==> config.mk <==
export PLATFORM = sky130hd
export DESIGN_NAME = serial_cfg_loader
export DESIGN_NICKNAME = d
export VERILOG_FILES = /design/src/rtl/cfgl_pkg.sv /design/src/rtl/cfgl_sync.sv /design/src/rtl/cfgl_shifter.sv /design/src/rtl/cfgl_regbank.sv /design/src/rtl/serial_cfg_loader.sv
export SDC_FILE = /design/constraint.sdc
export NUM_CORES = 1
export LEC_CHECK = 0
export BUFFER_PORTS_ARGS = -buffer_cell sky130_fd_sc_hd__buf_2
export CAP_MARGIN = 20
export CELL_PAD_IN_SITES_DETAIL_PLACEMENT = 0
export CELL_PAD_IN_SITES_GLOBAL_PLACEMENT = 1
export CORE_ASPECT_RATIO = 0.9
export CORE_MARGIN = 4
export CORE_UTILIZATION = 40
export CTS_CLUSTER_SIZE = 12
export DETAILED_ROUTE_END_ITERATION = 16
export HOLD_SLACK_MARGIN = 0.02
export PLACE_DENSITY_LB_ADDON = 0.1
export RECOVER_POWER = 100
export SLEW_MARGIN = 5
export SYNTH_ARGS = -nofsm -noshare
export SYNTH_HDL_FRONTEND = slang
export SYNTH_SLANG_ARGS = --single-unit
==> constraint.sdc <==
create_clock -name clk -period 1.9 [get_ports clk]
set_input_delay 0.19 -clock clk [delete_from_list [all_inputs] [get_ports clk]]
set_output_delay 0.19 -clock clk [all_outputs]
set_load 0.01 [all_outputs]
==> src/rtl/cfgl_pkg.sv <==
package cfgl_pkg;
  // Channels carried through the input synchronizer, in vector order.
  typedef enum int {
    CH_DATA = 0,
    CH_SCLK = 1,
    CH_LE   = 2,
    CH_EN   = 3
  } cfgl_chan_e;

  localparam int N_CHAN = 4;
endpackage

==> src/rtl/cfgl_sync.sv <==
module cfgl_sync #(
  parameter int WIDTH  = 4,
  parameter int STAGES = 2
) (
  input  logic             clk,
  input  logic             rst,
  input  logic [WIDTH-1:0] d_async,
  output logic [WIDTH-1:0] d_sync
);
  // One independent flop chain per input bit.
  for (genvar b = 0; b < WIDTH; b++) begin : g_bit
    logic [STAGES-1:0] chain;

    always_ff @(posedge clk) begin
      if (rst) chain <= '0;
      else     chain <= {chain[STAGES-2:0], d_async[b]};
    end

    assign d_sync[b] = chain[STAGES-1];
  end
endmodule

==> src/rtl/cfgl_shifter.sv <==
module cfgl_shifter #(
  parameter int WORD_W = 32
) (
  input  logic              clk,
  input  logic              rst,
  input  logic              clear,
  input  logic              shift_en,
  input  logic              bit_in,
  output logic [WORD_W-1:0] word
);
  // New bits enter at the bottom, so the first bit sent ends up at the top.
  always_ff @(posedge clk) begin
    if (rst || clear) word <= '0;
    else if (shift_en) word <= {word[WORD_W-2:0], bit_in};
  end
endmodule

==> src/rtl/cfgl_regbank.sv <==
module cfgl_regbank #(
  parameter int NUM_REGS = 8,
  parameter int ADDR_W   = 3,
  parameter int PAY_W    = 29
) (
  input  logic                      clk,
  input  logic                      rst,
  input  logic                      clear,
  input  logic                      load,
  input  logic [ADDR_W-1:0]         addr,
  input  logic [PAY_W-1:0]          payload,
  output logic [NUM_REGS*PAY_W-1:0] regs_flat,
  output logic [NUM_REGS-1:0]       strobe
);
  for (genvar i = 0; i < NUM_REGS; i++) begin : g_reg
    logic hit;
    logic [PAY_W-1:0] value;

    assign hit = load && (addr == ADDR_W'(i));

    always_ff @(posedge clk) begin
      if (rst || clear) begin
        value     <= '0;
        strobe[i] <= 1'b0;
      end else begin
        strobe[i] <= hit;
        if (hit) value <= payload;
      end
    end

    assign regs_flat[i*PAY_W +: PAY_W] = value;
  end
endmodule

==> src/rtl/serial_cfg_loader.sv <==
module serial_cfg_loader
  import cfgl_pkg::*;
#(
  parameter int WORD_W      = 32,
  parameter int ADDR_W      = 3,
  parameter int NUM_REGS    = 8,
  parameter int SYNC_STAGES = 2
) (
  input  logic                                 clk,
  input  logic                                 rst,
  input  logic                                 ser_clk,
  input  logic                                 ser_data,
  input  logic                                 ser_le,
  input  logic                                 chip_en,
  output logic [NUM_REGS*(WORD_W-ADDR_W)-1:0]  cfg_regs,
  output logic [NUM_REGS-1:0]                  upd_strobe,
  output logic                                 pump_hiz
);
  localparam int PAY_W = WORD_W - ADDR_W;

  logic [N_CHAN-1:0] raw_in;
  logic [N_CHAN-1:0] syn_in;
  logic              sclk_q;
  logic              le_q;
  logic              sclk_rise;
  logic              le_rise;
  logic              en_s;
  logic [WORD_W-1:0] shift_word;

  assign raw_in[CH_DATA] = ser_data;
  assign raw_in[CH_SCLK] = ser_clk;
  assign raw_in[CH_LE]   = ser_le;
  assign raw_in[CH_EN]   = chip_en;

  cfgl_sync #(
    .WIDTH  (N_CHAN),
    .STAGES (SYNC_STAGES)
  ) u_sync (
    .clk     (clk),
    .rst     (rst),
    .d_async (raw_in),
    .d_sync  (syn_in)
  );

  assign en_s = syn_in[CH_EN];

  // Edge detection in the system clock domain.
  always_ff @(posedge clk) begin
    if (rst) begin
      sclk_q   <= 1'b0;
      le_q     <= 1'b0;
      pump_hiz <= 1'b1;
    end else begin
      sclk_q   <= syn_in[CH_SCLK];
      le_q     <= syn_in[CH_LE];
      pump_hiz <= ~en_s;
    end
  end

  assign sclk_rise = syn_in[CH_SCLK] & ~sclk_q & en_s;
  assign le_rise   = syn_in[CH_LE] & ~le_q & en_s;

  cfgl_shifter #(
    .WORD_W (WORD_W)
  ) u_shift (
    .clk      (clk),
    .rst      (rst),
    .clear    (~en_s),
    .shift_en (sclk_rise),
    .bit_in   (syn_in[CH_DATA]),
    .word     (shift_word)
  );

  cfgl_regbank #(
    .NUM_REGS (NUM_REGS),
    .ADDR_W   (ADDR_W),
    .PAY_W    (PAY_W)
  ) u_bank (
    .clk       (clk),
    .rst       (rst),
    .clear     (~en_s),
    .load      (le_rise),
    .addr      (shift_word[ADDR_W-1:0]),
    .payload   (shift_word[WORD_W-1:ADDR_W]),
    .regs_flat (cfg_regs),
    .strobe    (upd_strobe)
  );
endmodule

==> metrics <==
cts bufs inserted 30; hold slack 75.4 ps; Tot GR Track Use a little under a fifth; Final #Nets 1226; Critical Path Source Type register; area of the core 24300 sq um; Final Hold Viols 0; top library cells by usage in the layout, fill and taps aside nand2_1, dfxtp_1, clkbuf_1, mux2i_1, a21oi_1; first-pass GRT wire length 41300 microns; DRT iter0 DRCs about 360; CTS clk-pin slew, worst paths around 60 ps; clk sinks about 280; top-area cell type share of the netlist area approximately 57%; Port Buf Inserts 246; Final Cycle Share roughly nine tenths; post-layout minimum cycle time between 1500 and 2000 ps; reg2reg path depth 4; residual DRC count 0; Skew-Pair Late Insertion Delay about 530 ps; Syn Nets around 980; DP Area 11500 sq um; Routed Antenna Nets 0; Initial Util about two fifths; Syn Inst Count between 900 and 1000; Worst Setup End Kind register; site row count 54; largest net degree at the start of global routing between 60 and 70; CTS root buffer clkbuf_16; Top Ports around 250; Max VDD drop around 0.55 mV; endpoints failing setup 0; library cells used by synthesis 21; initial antenna violation count 0; Yosys warnings 0; CP endpoint u_bank.g_reg[3].value[20]; P_leak between 0.005 and 0.006 uW; Max Freq just under 600 MHz; outcome completed; Placer Congestion 0.739; met1 wire length ~13000 microns; Max Slew Vio Count 0; reg-to-reg setup timing slack between 200 and 250 ps; postcts setup bufs 0; flops & latches, synth about 280; Critical Path RT ~2300 ps; area growth from synthesis to layout 23.1%; Core Util, Final around 50%; Antenna diodes 0; vias in the first global route approximately 7000; setup_tns 0 ps; WL per Instance 17.3 microns; layout cell share with drive strength beyond 1 6.95%; grt ovf 0; Rel. slew slack between 60% and 70%; RR Startpoint u_sync.g_bit[3].chain[1]; CP arrival between 2000 and 2500 ps; worst reg2reg path endpoint u_bank.g_reg[3].value[20]; final setup margin around 200 ps; RSZ-0062 raised after global routing false; wirelength, routed between 20000 and 30000 microns; CTS Buffer Depth 3; Synth Area per Inst 10.2 sq um; Setup crit start u_sync.g_bit[3].chain[1]; Crit Path Class register to register; die area roughly 27000 sq um; final instance area 12200 sq um; Seq/Total Area, Yosys between 50 and 60%; DP HPWL approximately 18000 microns; clk_skew 8.30 ps; Slew @ Worst Pin approximately 570 ps; total iterations of the first detailed-routing run 4; H-tree levels 1; Max-Cap Viols 0; post-detailed-route via-to-cell ratio around 4.8; routed via count 7407; top cells by area, synth dfxtp_1, mux2i_1, nand2_1, a21oi_1, buf_2; die height about 160 microns; Top Metal Used met4; Cell Area, Synth a little under 10000 sq um; crit-path max FO 20; met2 wire len about 12000 microns; Die X roughly 170 microns; PD cells ~960 nW/um^2; Synth area leader dfxtp_1; Met3 Routed Length approximately 1300 microns; post-CTS sizing 0; worst hold-check path type input port to register; Placement Setup Slack 311 ps; most common cell after layout, fill and taps aside nand2_1; TritonCTS clock tree built
==> area by class of cell <==
class / instances / area (sq um)
Clock inverter: 3 / 46.3
Sequential cell: 283 / 5670
Timing Repair Buffer: 280 / 1250
Inverter: 1 / 3.75
Clock buffer: 46 / 932
Multi-Input combinational cell: 624 / 3930
Tap cell: 308 / 385
Fill cell: 2410 / 12100
==> cells by family after synthesis <==
| group | synth area share (%) |
|---|---|
| compound gates | 1.61 |
| flops | 57.1 |
| simple gates | 14.3 |
| buf+inv | 3.53 |
| mux | 23.4 |
==> power breakdown <==
| group | internal, uW | leakage, uW | switching [uW] |
|---|---|---|---|
| logic | 30.6 | 0.00266 | 70.1 |
| registers | 5940 | 0.00228 | 3.84 |
| clock network | 3470 | 0.000484 | 2260 |
==> timing repair <==
action	in CTS	in global routing
endpoints found under the hold margin	4	0
setup endpoints to repair	0	0
hold buffers	4	0
==> cells in the mapped netlist (all sizes together) <==
master,count
nand3,2
mux2i,232
dfxtp,283
clkbuf,23
inv,1
buf,46
nor2b,13
nor2,8
and3,1
a21oi,32
and3b,1
and2,2
nand3b,1
and4bb,1
nand2,330
and4b,1
==> how the worst min path moves through the flow <==
| stage | start | endpoint | slack (ps) | cells past startpoint |
|---|---|---|---|---|
| after floorplan | ser_data | u_sync.g_bit[0].chain[0] | 320 | 1 |
| after global placement | ser_le | u_sync.g_bit[2].chain[0] | 410 | 2 |
| after detailed placement | ser_le | u_sync.g_bit[2].chain[0] | 410 | 2 |
| after CTS | rst | u_sync.g_bit[2].chain[0] | 50 | 3 |
| after global routing | rst | u_sync.g_bit[0].chain[1] | 60 | 3 |
| final | rst | u_sync.g_bit[3].chain[1] | 80 | 3 |
==> metrics by stage <==
step,total power (uW),cells
6_report,11800,1545
5_1_grt,12200,1545
4_1_cts,11900,1545
3_5_place_dp,6170,1492
3_3_place_gp,6180,1492
2_1_floorplan,6140,977
==> per-layer routing <==
metal,GRT usage (%),vias to the layer above
met5,0,-
met2,30.1,191
met3,3.79,31
met4,3.47,0
met1,26.3,3488
li1,-,3697
==> worst max-delay path, stage by stage, from the launching register on <==
cell,delay [ps]
dfxtp_1,390
and4bb_1,360
nand3_2,280
buf_4,370
mux2i_1,160
==> flip-flops by register name (all words and copies together) (netlist names) <==
| signal | cells |
|---|---|
| u_bank.strobe | 8 |
| le_q | 1 |
| u_sync.g_bit.chain | 8 |
| u_bank.g.value | 232 |
| u_shift.word | 32 |
| pump_hiz | 1 |
| sclk_q | 1 |
(Power assumes the default switching activity.)
